[src/rtl/lsq_pkg.sv]
package lsq_pkg;

    typedef enum logic [1:0] {
        ST_AVAIL   = 2'd0,
        ST_LQ_FULL = 2'd1,
        ST_SQ_FULL = 2'd2
    } lsq_status_e;

    typedef enum logic [1:0] {
        LG_NONE   = 2'd0,
        LG_OPEN   = 2'd1,
        LG_SEALED = 2'd2
    } lg_state_e;

    typedef struct packed {
        logic ld;
        logic st;
        logic se;
    } mem_op_t;

endpackage

[src/rtl/lsq_occupancy.sv]
module lsq_occupancy #(
    parameter int DEPTH = 4,
    parameter int CW    = 3
) (
    input  logic clk,
    input  logic rst_n,
    input  logic alloc_i,
    input  logic free_i,
    output logic full_o
);
    logic [CW-1:0] used_q;
    logic          free_ok;

    // A return only counts when an entry is actually held
    assign free_ok = free_i && (used_q != '0);

    always_ff @(posedge clk) begin
        if (!rst_n) begin
            used_q <= '0;
        end else if (alloc_i && !free_ok) begin
            used_q <= used_q + CW'(1);
        end else if (!alloc_i && free_ok) begin
            used_q <= used_q - CW'(1);
        end
    end

    a_r4_single_step: assert property (@(posedge clk) disable iff (!rst_n)
        1'b1 |=> (used_q == $past(used_q)) || (used_q == $past(used_q) + CW'(1))
                 || (used_q == $past(used_q) - CW'(1)));

    generate
        if (DEPTH == 0) begin : g_unbounded
            assign full_o = 1'b0;
        end else begin : g_bounded
            assign full_o = (used_q == CW'(DEPTH));

            a_r4_no_overflow: assert property (@(posedge clk) disable iff (!rst_n)
                used_q <= CW'(DEPTH));

            a_r3_no_alloc_when_full: assert property (@(posedge clk) disable iff (!rst_n)
                full_o |-> !alloc_i);
        end
    endgenerate

endmodule

[src/rtl/lsq_group_ctr.sv]
module lsq_group_ctr #(
    parameter int GW = 4
) (
    input  logic          clk,
    input  logic          rst_n,
    input  logic          take_i,
    output logic [GW-1:0] id_o
);
    localparam logic [GW-1:0] MAX_ID = {GW{1'b1}};

    logic [GW-1:0] id_q;

    always_ff @(posedge clk) begin
        if (!rst_n) begin
            id_q <= GW'(1);
        end else if (take_i) begin
            id_q <= (id_q == MAX_ID) ? GW'(1) : id_q + GW'(1);
        end
    end

    assign id_o = id_q;

    a_r5_id_never_zero: assert property (@(posedge clk) disable iff (!rst_n)
        id_q != '0);

endmodule

[src/rtl/lsq_order.sv]
module lsq_order
    import lsq_pkg::*;
#(
    parameter int GW = 4
) (
    input  logic          clk,
    input  logic          rst_n,
    input  logic          no_alias_i,
    input  logic          accept_i,
    input  mem_op_t       op_i,
    input  logic [GW-1:0] new_id_i,
    output logic          take_o,
    output logic [GW-1:0] grp_o,
    output logic [GW-1:0] dep_o
);
    lg_state_e     state_q, state_d;
    logic [GW-1:0] cur_ld_q, cur_ld_d;
    logic [GW-1:0] ld_wait_q, ld_wait_d;
    logic [GW-1:0] lb_wait_q, lb_wait_d;
    logic [GW-1:0] st_wait_q, st_wait_d;
    logic          plain, join_grp, seal_ev, plain_new;

    assign plain     = op_i.ld && !op_i.st && !op_i.se;
    assign join_grp  = plain && (state_q == LG_OPEN);
    assign take_o    = accept_i && !join_grp;
    assign seal_ev   = take_o && ((op_i.st && !no_alias_i) || (op_i.ld && op_i.se));
    assign plain_new = take_o && plain;

    // State register
    always_ff @(posedge clk) begin
        if (!rst_n) begin
            state_q   <= LG_NONE;
            cur_ld_q  <= '0;
            ld_wait_q <= '0;
            lb_wait_q <= '0;
            st_wait_q <= '0;
        end else begin
            state_q   <= state_d;
            cur_ld_q  <= cur_ld_d;
            ld_wait_q <= ld_wait_d;
            lb_wait_q <= lb_wait_d;
            st_wait_q <= st_wait_d;
        end
    end

    // Load-group transitions
    always_comb begin
        state_d = state_q;
        unique case (state_q)
            LG_NONE:   if (plain_new) state_d = LG_OPEN;
            LG_OPEN:   if (seal_ev)   state_d = LG_SEALED;
            LG_SEALED: if (plain_new) state_d = LG_OPEN;
            default:   state_d = LG_NONE;
        endcase
    end

    // Wait-register updates
    always_comb begin
        cur_ld_d  = cur_ld_q;
        ld_wait_d = ld_wait_q;
        lb_wait_d = lb_wait_q;
        st_wait_d = st_wait_q;
        if (take_o) begin
            st_wait_d = new_id_i;
            if (op_i.ld) lb_wait_d = new_id_i;
            if (op_i.st && !no_alias_i) begin
                ld_wait_d = new_id_i;
                lb_wait_d = new_id_i;
            end
            if (op_i.ld && op_i.se) ld_wait_d = new_id_i;
            if (plain) cur_ld_d = new_id_i;
        end
    end

    // Outputs
    always_comb begin
        grp_o = '0;
        dep_o = '0;
        if (accept_i) begin
            if (join_grp) begin
                grp_o = cur_ld_q;
                dep_o = ld_wait_q;
            end else begin
                grp_o = new_id_i;
                if (op_i.st)      dep_o = st_wait_q;
                else if (op_i.se) dep_o = lb_wait_q;
                else              dep_o = ld_wait_q;
            end
        end
    end

    a_r5_group_nonzero: assert property (@(posedge clk) disable iff (!rst_n)
        accept_i |-> grp_o != '0);

    a_r6_store_waits_newest: assert property (@(posedge clk) disable iff (!rst_n)
        accept_i && op_i.st && $past(rst_n) && $past(take_o) |-> dep_o == $past(grp_o));

    a_r7_load_run_shares_group: assert property (@(posedge clk) disable iff (!rst_n)
        accept_i && plain && $past(rst_n) && $past(accept_i && plain) |-> grp_o == $past(grp_o));

    a_r10_load_after_barrier: assert property (@(posedge clk) disable iff (!rst_n)
        accept_i && plain && $past(rst_n) && $past(accept_i && op_i.ld && op_i.se && !op_i.st)
        |-> (dep_o == $past(grp_o)) && (grp_o != $past(grp_o)));

endmodule

[src/rtl/lsq_admit.sv]
module lsq_admit
    import lsq_pkg::*;
#(
    parameter int LQ_DEPTH = 4,
    parameter int SQ_DEPTH = 3,
    parameter int GW       = 4,
    parameter int UNB_W    = 8
) (
    input  logic          clk,
    input  logic          rst_n,
    input  logic          cfg_no_alias,
    input  logic          disp_valid,
    input  logic          disp_may_load,
    input  logic          disp_may_store,
    input  logic          disp_side_effect,
    output logic          disp_ready,
    output logic [1:0]    disp_status,
    output logic [GW-1:0] disp_group,
    output logic [GW-1:0] disp_dep,
    input  logic          done_valid,
    input  logic          done_load,
    input  logic          done_store
);
    localparam int LQ_CW = (LQ_DEPTH == 0) ? UNB_W : $clog2(LQ_DEPTH + 1);
    localparam int SQ_CW = (SQ_DEPTH == 0) ? UNB_W : $clog2(SQ_DEPTH + 1);

    mem_op_t       op;
    lsq_status_e   status;
    logic          is_mem, accept, lq_full, sq_full, take;
    logic [GW-1:0] new_id;

    assign op     = '{ld: disp_may_load, st: disp_may_store, se: disp_side_effect};
    assign is_mem = disp_may_load || disp_may_store;

    // Load-full is checked before store-full
    always_comb begin
        if (!is_mem)                      status = ST_AVAIL;
        else if (op.ld && lq_full)        status = ST_LQ_FULL;
        else if (op.st && sq_full)        status = ST_SQ_FULL;
        else                              status = ST_AVAIL;
    end

    assign disp_status = status;
    assign disp_ready  = (status == ST_AVAIL);
    assign accept      = disp_valid && disp_ready && is_mem;

    lsq_occupancy #(.DEPTH(LQ_DEPTH), .CW(LQ_CW)) u_lq (
        .clk(clk), .rst_n(rst_n),
        .alloc_i(accept && op.ld),
        .free_i(done_valid && done_load),
        .full_o(lq_full)
    );

    lsq_occupancy #(.DEPTH(SQ_DEPTH), .CW(SQ_CW)) u_sq (
        .clk(clk), .rst_n(rst_n),
        .alloc_i(accept && op.st),
        .free_i(done_valid && done_store),
        .full_o(sq_full)
    );

    lsq_group_ctr #(.GW(GW)) u_ids (
        .clk(clk), .rst_n(rst_n),
        .take_i(take),
        .id_o(new_id)
    );

    lsq_order #(.GW(GW)) u_ord (
        .clk(clk), .rst_n(rst_n),
        .no_alias_i(cfg_no_alias),
        .accept_i(accept),
        .op_i(op),
        .new_id_i(new_id),
        .take_o(take),
        .grp_o(disp_group),
        .dep_o(disp_dep)
    );

    a_r2_code_range: assert property (@(posedge clk) disable iff (!rst_n)
        disp_status != 2'd3);

    a_r11_nonmem_no_group: assert property (@(posedge clk) disable iff (!rst_n)
        disp_valid && !disp_may_load && !disp_may_store
        |-> disp_ready && (disp_group == '0) && (disp_dep == '0));

endmodule

[config.mk]
export PLATFORM = sky130hd
export DESIGN_NAME = lsq_admit
export DESIGN_NICKNAME = d
export VERILOG_FILES = /design/src/rtl/lsq_pkg.sv /design/src/rtl/lsq_occupancy.sv /design/src/rtl/lsq_group_ctr.sv /design/src/rtl/lsq_order.sv /design/src/rtl/lsq_admit.sv
export SDC_FILE = /design/constraint.sdc
export NUM_CORES = 1
export LEC_CHECK = 0
export ABC_AREA = 1
export ABC_CLOCK_PERIOD_IN_PS = 5050
export CAP_MARGIN = 20
export CORE_MARGIN = 2
export CORE_UTILIZATION = 41
export DETAILED_ROUTE_END_ITERATION = 8
export HOLD_SLACK_MARGIN = 0.02
export PLACE_DENSITY = 0.67
export SLEW_MARGIN = 0
export SYNTH_ARGS = -nofsm -noshare
export SYNTH_HDL_FRONTEND = slang
export SYNTH_SLANG_ARGS = --single-unit
[constraint.sdc]
create_clock -name clk -period 5.05 [get_ports clk]
set_input_delay 1.01 -clock clk [delete_from_list [all_inputs] [get_ports clk]]
set_output_delay 1.01 -clock clk [all_outputs]
set_load 0.02 [all_outputs]
# Word level (Yosys, flattened, before mapping)
# Cells that the tools add are included.
# classes
shift	0
bitwise_logic	0
n_mul	0
n_lt_le_gt_ge	0
muxes	21
n_eq_ne	7
div	0
reduce_logical	45
n_addsub	5
# ops
op	n
$mux W4	11
$logic_and A1 B1 Y1	22
$mux W2	7
$reduce_bool A2 Y1	5
$logic_not A1 Y1	8
$reduce_and A2 Y1	4
$mux W3	2
$add A4 B1 Y4 const B	1
$eq A2 B2 Y1 const B	2
$eq A4 B4 Y1 const B	1
$logic_not A2 Y1	2
$ne A2 B1 Y1 const B	2
$pmux W2 S2	1
$add A3 B1 Y3 const B	1
$eq A3 B3 Y1 const B	1
$reduce_bool A3 Y1	1
$sub A3 B1 Y3 const B	1
$add A2 B1 Y2 const B	1
$eq A2 B1 Y1 const B	1
$logic_or A1 B1 Y1	2
$reduce_or A2 Y1	1
$sub A2 B1 Y2 const B	1
# word_totals
memories	0
wordCells	86
mem_bits_ro	0
ramBits	0
in_bits	10
latch_bits	0
output_inout_bits	11
register_bits	27

# Depth between registers and ports, before layout
# Gate-level depths: netlist of run 1.
# depth
ltp_word	13
ltp_mapped	14
ltp_nobuf	14

# Cells and area by module
# From an unflattened synthesis of run 1, not the netlist that was laid out.
# hier_totals
cells_unflattened	230
hier_area_um2	1534.0
# modules_own_cells
module	seq_area_each_um2	cells_each	area_each_um2	n_inst
lsq_order	360.3	143	955.9	1
lsq_occupancy (u_lq)	60.1	25	182.7	1
lsq_group_ctr	80.1	23	178.9	1
lsq_occupancy (u_sq)	40.0	20	126.4	1
lsq_admit	0.0	19	90.1	1

# Worst setup path before layout of run 1
# Ideal clock, no wire load.
# synth_timing
kind	in2out
startpoint	input port disp_may_store
endpoint	output port disp_dep[0]
required_time_ns	4.040
arrival_ns	2.029
path_buffers	1
stages	4
setup_slack_ns	2.011
path_cell_list	inv_1 > clkbuf_1 > nor2_1 > a311oi_1
# synth_between
elab_chain_cells	8
# synth_lines
element	line	rtl
start: declaration	lsq_admit.sv:14	input logic disp_may_store,
$logic_and A1 B1 Y1	lsq_admit.sv:39	else if (op.st && sq_full) status = ST_SQ_FULL;
$mux W2	lsq_admit.sv:39	
$mux W2	lsq_admit.sv:38	else if (op.ld && lq_full) status = ST_LQ_FULL;
$mux W2	lsq_admit.sv:37	if (!is_mem) status = ST_AVAIL;
$logic_not A2 Y1	lsq_admit.sv:44	assign disp_ready = (status == ST_AVAIL);
$logic_and A1 B1 Y1 (2 in a row)	lsq_admit.sv:45	assign accept = disp_valid && disp_ready && is_mem;
$mux W4 *	lsq_order.sv:79	if (accept_i) begin
end: declaration	lsq_admit.sv:19	output logic [GW-1:0] disp_dep,
# Every way passes the cells marked *; elsewhere a longest branch is shown, timed or not.

# Worst setup path after layout of run 1
# layout_timing
startpoint	input port disp_may_store
endpoint	output port disp_group[3]
# layout_between
elab_chain_cells	8
# layout_lines
element	line	rtl
$logic_and A1 B1 Y1	lsq_admit.sv:39	
$mux W2	lsq_admit.sv:39	
$mux W2	lsq_admit.sv:38	
$mux W2	lsq_admit.sv:37	
$logic_not A2 Y1	lsq_admit.sv:44	
$logic_and A1 B1 Y1 (2 in a row)	lsq_admit.sv:45	
$mux W4 *	lsq_order.sv:79	
end: declaration	lsq_admit.sv:18	output logic [GW-1:0] disp_group,
# Marks and branches as above.

==> flow_summary_export.csv, run 1 <==
group,metric,value,unit
pwr,power-per-cell-area,274,nW/um2
grt,first_global_vias,1268,
grt,grt_pass1_wl,5.79,mm
drt,wl_per_cell,12.7,um
drt,via_per_inst,5.06,
place,finalWeightedCongestion,0.784,
die,coreArea,3310,um2
critical_path,slowest_stage,"clkdlybuf4s50_1",
critical_path,required,4.04,ns
critical_path,reg2reg_depth,13,
timing,fin_crit,4.24,ns
die,start_util,0.424,
critical_path,path_cells,"clkdlybuf4s50_1 -> inv_1 -> nand2_2 -> inv_1 -> nor2_1 -> nand3_1 -> nand2_1 -> clkdlybuf4s50_1",
timing,setup_viol,0,
critical_path,reg2reg_setup_slack,2.47,ns
grt,globalRouteOverflowTotal,0,
pwr,ir_drop,0.114,mV
clock_network,ctsRootBufferMaster,"clkbuf_4",
pwr,p_leak,0.658,nW
critical_path,crit_buf_inv,4,
critical_path,r2r_end,"u_lq.used_q[2]",
critical_path,critPathLaunchType,"primary input",
min_path,hold_class,"reg -> reg",
drt,wl,3.29,mm
flow_run,cap_violations,0,
finish,final_layout_size_suffix_gt1_frac,0.0708,
run_status,status,"completed",
synth,yosysWarningCount,0,
clock_network,cts_sinks,27,
die,dieArea,3910,um2
timing,worst_pin_slew,0.562,ns
critical_path,r2r-start,"u_lq.used_q[0]",
timing,max_freq,236,MHz
synth,ys_seq_area_frac,0.385,
finish,final_common_cell,"nand2_1",
timing,setup-tns-final,0,ns
timing,fin_crit_sh,0.840,
drt,post-route-drc-count,0,
synth,ys_ff_latch,27,
grt,grt_use_total,0.186,
die,io-pin-count,21,
min_path,min_to,"u_ord.cur_ld_q[2]",
critical_path,crit_family,"buffers and inverters",
critical_path,end_kind,"output pin",
grt,antenna_found_initial,0,
die,placementRows,21,
finish,area_delta_synth_final,17.8,%
place,dp_hpwl,2.41,mm
grt,grt_start_max_net_pins,20,
drt,vias,1305,
timing,maxSlewViolCount,0,
timing,skew,0.00493,ns
critical_path,critical_path.max_fanout,12,
pwr,power,453,uW
synth,ys_types,27,
min_path,min_from,"u_ord.cur_ld_q[2]",
clock_network,clock_latency,0.33,ns
clock_network,ctsLongestPathBuffers,2,
clock_network,post_cts_resized,0,
synth,syn-cell-area,1400,um2
finish,layout_common_cells,"nand2_1 (43), dfxtp_1 (27), nand3_1 (25), a21oi_1 (25), clkdlybuf4s50_1 (20)",
drt,firstDrtPassIters,4,
die,die_y,62.5,um
synth,syn_nets,208,
timing,final_hold_viol_count,0,
die,die_w,62.5,um
critical_path,slowest_delay,0.60,ns
timing,rsz0062_at_grt,"false",
synth,syn_avg_cell_area,7.24,um2
finish,num-nets-final,227,
critical_path,crit_arrival,3.23,ns
place,io_buffers,20,
clock_network,cts_tree,"done",
critical_path,crit_type,"in -> out",
timing,max-slew-margin-rel,0.623,
clock_network,postCtsHoldBufs,0,
clock_network,clk_pin_slew,0.14,ns
clock_network,h-tree-depth,1,
drt,final_antenna_net_count,0,
clock_network,cts_made_buffers,3,
min_path,min_delay_path_depth,2,
synth,syn_inst,194,
drt,drtIter0Drc,112,
clock_network,post-cts-setup-buffer-count,0,
finish,antenna_cells_inserted,0,
==> power by group <==
part           internal (mW)  total, mW  leakage (nW)  switching (mW)
registers              0.229      0.245         0.220          0.0156
clock network         0.0298     0.0958        0.0177          0.0660
logic                 0.0455      0.113         0.420          0.0671
==> stage by stage <==
stage	cells	hold WS, ns	cell area [um2]	setup slack [ns]	util
4_1_cts	258	0.476	1650	0.833	0.500
3_3_place_gp	254	0.453	1630	0.870	0.491
5_1_grt	258	0.502	1650	0.650	0.500
2_1_floorplan	194	0.439	1400	2.01	-
3_5_place_dp	254	0.457	1630	0.840	0.491
6_report	258	0.475	1650	0.808	0.500
==> metal layers <==
| layer | vias to the layer above | track usage | wire, um |
|---|---|---|---|
| li1 | 690 | - | - |
| met1 | 584 | 0.239 | 1530 |
| met2 | 27 | 0.312 | 1560 |
| met3 | 4 | 0.0378 | 145 |
| met4 | 0 | 0.0611 | 55 |
| met5 | - | 0 | 0 |
==> cell usage after synthesis (all sizes together) <==
master | count | area (um2)
inv | 19 | 71.3
clkinv | 1 | 8.76
clkbuf | 4 | 15.0
o211ai | 2 | 20.0
o21ai | 8 | 40.0
buf | 3 | 27.5
nand3b | 2 | 15.0
nand3 | 25 | 125
ha | 3 | 37.5
nor2 | 19 | 73.8
nand2 | 45 | 179
dfxtp | 27 | 541
o22ai | 1 | 6.26
nor3 | 1 | 16.3
fa | 1 | 20.0
nand4 | 1 | 21.3
a21oi | 26 | 134
a311oi | 4 | 35.0
xor2 | 2 | 17.5
==> tightest hold or removal path, delay by kind of cell (launching register included) <==
| family | cells | cell delay [ns] |
|---|---|---|
| flops | 1 | 0.34 |
| compound gates | 1 | 0.05 |
| simple gates | 1 | 0.06 |
==> registers in the layout, summed over array words and instances, names as in the netlist <==
name,cells
u_ord.ld_wait_q,4
u_ord.st_wait_q,4
u_ord.lb_wait_q,4
u_ord.cur_ld_q,4
u_sq.used_q,2
u_ord.state_q,2
u_lq.used_q,3
u_ids.id_o,4
==> cell type report <==
type / instances / area [um2]
fill: 359 / 1660
multi-input combinational: 140 / 741
sequential: 27 / 541
timing repair buffer: 21 / 208
inverter: 20 / 80.1
tap: 46 / 57.6
clock buffer: 3 / 22.5
clock inverter: 1 / 5.00
==> kinds of logic (layout without fill, tap and decap cells) <==
| group | Yosys count | count (layout) | synth area share |
|---|---|---|---|
| and+or+nand+nor | 93 | 93 | 0.307 |
| AOI/OAI and AO/OA | 41 | 41 | 0.168 |
| DFF | 27 | 27 | 0.385 |
| buffers and inverters | 27 | 45 | 0.0873 |
| adders and majority gates | 4 | 4 | 0.0410 |
| xor gates and xnor gates | 2 | 2 | 0.0125 |
==> how the worst max path moves through the flow <==
stage,start,end,slack (ns),cells past startpoint
after CTS,disp_may_store,disp_group[3],0.83,8
after global routing,disp_may_store,disp_group[1],0.65,8
after floorplan,disp_may_store,disp_dep[0],2.01,4
final,disp_may_store,disp_group[3],0.81,8
after global placement,disp_may_store,disp_group[3],0.87,8
after detailed placement,disp_may_store,disp_group[3],0.84,8
No activity file was read; power rests on OpenSTA's default activity.
==> run 2: changes to the inputs <==
--- a/config.mk
+++ b/config.mk
@@ -6,7 +6,7 @@
 export NUM_CORES = 1
 export LEC_CHECK = 0
 export ABC_AREA = 1
-export ABC_CLOCK_PERIOD_IN_PS = 5050
+export ABC_CLOCK_PERIOD_IN_PS = 4380
 export CAP_MARGIN = 20
 export CORE_MARGIN = 2
 export CORE_UTILIZATION = 41
==> constraint.sdc (replaced) <==
create_clock -name clk -period 4.38 [get_ports clk]
set_input_delay 0.876 -clock clk [delete_from_list [all_inputs] [get_ports clk]]
set_output_delay 0.876 -clock clk [all_outputs]
set_load 0.02 [all_outputs]
==> run 2 against run 1 <==
Compared with the run above: via count down 2.7%; global-route usage down 1.5 points; combinational power up 12%; core utilization unchanged; clock power up 12%; cell area unchanged; clock-buffer cell count unchanged.
==> flow_summary_export.csv, run 2 (synthesis results as in run 1) <==
group,metric,value,unit
run_status,status,"completed",
timing,rsz0062_at_grt,"false",
timing,setup-tns-final,0,ns
critical_path,end_kind,"output pin",
place,dp_hpwl,2.26,mm
timing,max_freq,256,MHz
grt,first_global_vias,1197,
finish,layout_common_cells,"nand2_1 (43), dfxtp_1 (27), nand3_1 (25), a21oi_1 (25), clkdlybuf4s50_1 (20)",
finish,final_common_cell,"nand2_1",
pwr,p_comb_frac,0.247,
die,die_y,62.5,um
place,placed_cell_area,1630,um2
die,io-pin-count,21,
drt,drtIter0Drc,82,
clock_network,clock_latency,0.32,ns
clock_network,ctsLongestPathBuffers,2,
pwr,p_int,350,uW
pwr,p_clk_frac,0.208,
timing,worst_pin_slew,0.553,ns
grt,grt_start_max_net_pins,23,
timing,setup_viol,0,
pwr,ir_drop,0.113,mV
finish,fillerInstances,356,
critical_path,crit_arrival,3.03,ns
flow_run,cap_violations,0,
pwr,power_frac_seq,0.546,
drt,via_per_inst,4.92,
clock_network,postCtsHoldBufs,0,
min_path,min_delay_path_depth,2,
min_path,hold_class,"reg -> reg",
timing,skew,0.00370,ns
drt,post-route-drc-count,0,
timing,fin_crit_sh,0.891,
clock_network,cts_tree,"done",
clock_network,ctsRootBufferMaster,"clkbuf_4",
drt,firstDrtPassIters,4,
finish,area_delta_synth_final,17.8,%
clock_network,post_cts_resized,0,
die,start_util,0.424,
grt,globalRouteOverflowTotal,0,
drt,vias,1270,
pwr,p_switching,166,uW
clock_network,h-tree-depth,1,
grt,antenna_found_initial,0,
critical_path,reg2reg_depth,13,
timing,final_hold_viol_count,0,
clock_network,post-cts-setup-buffer-count,0,
finish,design_area,1650,um2
critical_path,critical_path.max_fanout,12,
finish,num-nets-final,227,
drt,wl,3.02,mm
die,die_w,62.5,um
timing,max-slew-margin-rel,0.629,
clock_network,clk_pin_slew,0.15,ns
die,placementRows,21,
finish,final_layout_size_suffix_gt1_frac,0.0708,
die,coreArea,3310,um2
clock_network,cts_made_buffers,3,
finish,multi_input_area,741,um2
grt,grt_pass1_wl,5.46,mm
critical_path,crit_type,"in -> out",
finish,final-seq-area,541,um2
die,dieArea,3910,um2
finish,antenna_cells_inserted,0,
timing,fin_crit,3.90,ns
pwr,p_leak,0.658,nW
pwr,power,517,uW
grt,grt_use_total,0.171,
clock_network,cts_sinks,27,
drt,wl_per_cell,11.7,um
critical_path,required,3.50,ns
pwr,power-per-cell-area,312,nW/um2
place,finalWeightedCongestion,0.758,
critical_path,critPathLaunchType,"primary input",
drt,final_antenna_net_count,0,
pwr,power.share.switching,0.321,
place,io_buffers,20,
timing,maxSlewViolCount,0,
[run 2: cell counts in the layout (fill, tap and decap cells not counted)]
Identical to the previous run, type by type.
[run 2: final cells by class]
type / instances / share of cell area
clock buffers: 3 / 0.0136
clock inverters: 1 / 0.00303
inverters: 20 / 0.0484
multi-input cells: 140 / 0.448
flip-flops and latches: 27 / 0.327
well taps: 46 / 0.0348
repair buffers: 21 / 0.126
[run 2: worst paths after layout]
check / start / to / slack, ns
setup / recovery: disp_may_store / disp_group[2] / 0.48
hold / removal: u_ord.cur_ld_q[1] / u_ord.cur_ld_q[1] / 0.48
setup reg to reg: u_lq.used_q[0] / u_lq.used_q[2] / 1.87
hold reg to reg: u_ord.cur_ld_q[1] / u_ord.cur_ld_q[1] / 0.48
[run 2: stage by stage]
step	hold WS, ns	cells	util	setup WS, ns
2_1_floorplan	0.439	194	-	1.61
3_3_place_gp	0.455	254	0.491	0.485
3_5_place_dp	0.458	254	0.491	0.456
4_1_cts	0.478	258	0.500	0.459
5_1_grt	0.493	258	0.500	0.262
6_report	0.477	258	0.500	0.478
[run 2: metal layers]
metal	wire [um]	vias up	track usage
met5	0	-	0
met4	32	0	0.0667
met3	71	4	0.0252
met2	1340	17	0.266
met1	1570	567	0.239
li1	-	682	-
[run 2: power by group through the flow]
stage                     Clock [mW]  Sequential, mW  Combinational (mW)
after floorplan                    0           0.281              0.0934
after detailed placement           0           0.287               0.127
after global placement             0           0.287               0.127
after global routing           0.126           0.285               0.145
final                          0.107           0.282               0.127
after CTS                      0.112           0.282               0.128
[run 2: worst max-delay path, stage by stage]
cell and delay (ns):
clkdlybuf4s50_1 0.55, inv_1 0.20, nand2_2 0.14, inv_1 0.05, nor2_1 0.40, nand3_1 0.12
nand2_1 0.10, clkdlybuf4s50_1 0.60
==> run 3: changes to the inputs <==
--- a/config.mk
+++ b/config.mk
@@ -12,7 +12,6 @@
 export CORE_UTILIZATION = 41
 export DETAILED_ROUTE_END_ITERATION = 8
 export HOLD_SLACK_MARGIN = 0.02
-export PLACE_DENSITY = 0.67
 export SLEW_MARGIN = 0
 export SYNTH_ARGS = -nofsm -noshare
 export SYNTH_HDL_FRONTEND = slang
==> run 3 against run 2 <==
Compared with the run above: combinational power barely moved; via count rose by 3.7%; critical path type unchanged; critical path depth did not move; sequential power barely moved; largest cell class unchanged; cell area barely moved; fmax fell by 2.5%; final cell count did not move.
==> flow_summary_export.csv, run 3 (synthesis results as in run 1) <==
group,metric,value,unit
drt,drtIter0Drc,46,
drt,via_per_inst,5.10,
critical_path,reg2reg_setup_slack,1.89,ns
place,dp_hpwl,2.56,mm
pwr,power-per-cell-area,315,nW/um2
grt,antenna_found_initial,0,
clock_network,cts_made_buffers,3,
timing,setup-tns-final,0,ns
grt,grt_start_max_net_pins,19,
clock_network,clk_pin_slew,0.14,ns
critical_path,reg2reg_depth,13,
finish,layout_common_cells,"nand2_1 (43), dfxtp_1 (27), nand3_1 (25), a21oi_1 (25), clkdlybuf4s50_1 (20)",
die,io-pin-count,21,
timing,fin_crit_sh,0.914,
grt,grt_pass1_wl,5.84,mm
critical_path,r2r-start,"u_lq.used_q[0]",
finish,multi_input_area,741,um2
die,start_util,0.424,
clock_network,cts_sinks,27,
clock_network,postCtsHoldBufs,0,
timing,postLayoutSetupSlackWorst,0.377,ns
finish,final-seq-area,541,um2
clock_network,post_cts_resized,0,
timing,whs,0.477,ns
place,finalWeightedCongestion,0.783,
pwr,ir_drop,0.138,mV
min_path,min_delay_path_depth,2,
pwr,p_switching,169,uW
drt,wl_per_cell,13.1,um
critical_path,r2r_end,"u_lq.used_q[2]",
critical_path,required,3.50,ns
timing,max_freq,250,MHz
finish,antenna_cells_inserted,0,
min_path,min_from,"u_ord.cur_ld_q[1]",
place,pre_cts_ws,0.378,ns
critical_path,end_kind,"output pin",
drt,vias,1317,
clock_network,cts_tree,"done",
critical_path,critical_path.max_fanout,12,
place,io_buffers,20,
finish,final_layout_size_suffix_gt1_frac,0.0660,
die,dieArea,3910,um2
clock_network,ctsLongestPathBuffers,2,
pwr,p_leak,0.656,nW
clock_network,clock_latency,0.33,ns
drt,final_antenna_net_count,0,
min_path,min_to,"u_ord.cur_ld_q[1]",
flow_run,cap_violations,0,
timing,rsz0062_at_grt,"false",
critical_path,cp-startpoint,"disp_may_store",
min_path,hold_class,"reg -> reg",
timing,final_hold_viol_count,0,
grt,globalRouteOverflowTotal,0,
drt,post-route-drc-count,0,
clock_network,ctsRootBufferMaster,"clkbuf_4",
timing,max-slew-margin-rel,0.620,
die,coreArea,3310,um2
finish,num-nets-final,227,
drt,firstDrtPassIters,4,
finish,final_common_cell,"nand2_1",
critical_path,crit_type,"in -> out",
timing,maxSlewViolCount,0,
die,placementRows,21,
drt,wl,3.37,mm
finish,fillerInstances,356,
grt,grt_use_total,0.189,
timing,fin_crit,4.00,ns
die,die_y,62.5,um
pwr,power_frac_seq,0.543,
run_status,status,"completed",
pwr,power.share.switching,0.324,
timing,skew,0.00346,ns
clock_network,post-cts-setup-buffer-count,0,
timing,setup_viol,0,
grt,first_global_vias,1240,
timing,worst_pin_slew,0.567,ns
pwr,p_clk_frac,0.211,
pwr,p_int,352,uW
die,die_w,62.5,um
critical_path,crit_arrival,3.13,ns
clock_network,h-tree-depth,1,
pwr,p_comb_frac,0.247,
critical_path,critPathLaunchType,"primary input",
finish,area_delta_synth_final,17.7,%
[run 3: cell count changes in the layout (fill, tap and decap cells not counted), sizes merged]
cell,previous run,this run
clkbuf,3,4
clkinv,2,1
[run 3: area by class of cell]
cell class,instances,area share
well taps,46,0.0348
multi-input cells,140,0.448
repair buffers,21,0.126
clock buffers,4,0.0159
flip-flops and latches,27,0.327
inverters,20,0.0484
[run 3: power by group through the flow]
| stage | Sequential (mW) | Clock [mW] | Combinational (mW) |
|---|---|---|---|
| 6_report | 0.282 | 0.110 | 0.128 |
| 5_1_grt | 0.286 | 0.124 | 0.146 |
| 4_1_cts | 0.283 | 0.113 | 0.130 |
| 3_5_place_dp | 0.288 | 0 | 0.129 |
| 3_3_place_gp | 0.287 | 0 | 0.126 |
| 2_1_floorplan | 0.281 | 0 | 0.0934 |
[run 3: how the worst max path moves through the flow]
stage	endpoint	slack, ns	cells past startpoint
5_1_grt	disp_group[0]	0.19	8
4_1_cts	disp_group[0]	0.37	8
2_1_floorplan	disp_dep[0]	1.61	4
6_report	disp_group[0]	0.38	8
3_5_place_dp	disp_group[0]	0.38	8
3_3_place_gp	disp_group[3]	0.45	8
[run 3: layer usage]
layer  routed length, um  global-route usage  part of all wire  up-vias
met2                1630               0.309              0.48       28
met1                1550               0.245              0.46      599
met3                 128              0.0396             0.038        7
li1                    -                   -                 -      683
met4                  64              0.0722             0.019        0
met5                   0                   0                 0        -
[run 3: per-stage QoR]
stage / instance area [um2] / instances / util / power, mW
after CTS: 1650 / 258 / 0.499 / 0.526
final: 1650 / 258 / 0.499 / 0.521
after global routing: 1650 / 258 / 0.499 / 0.556
after global placement: 1630 / 254 / 0.491 / 0.413
after detailed placement: 1630 / 254 / 0.491 / 0.417
after floorplan: 1400 / 194 / - / 0.375
[run 3: critical path, cell delays in order]
cell and delay [ns]:
clkdlybuf4s50_1 0.55, inv_1 0.20, nand2_2 0.14, nand4_4 0.14, nor2_2 0.39, nand2_1 0.13, nand2_1 0.09, clkdlybuf4s50_1 0.60
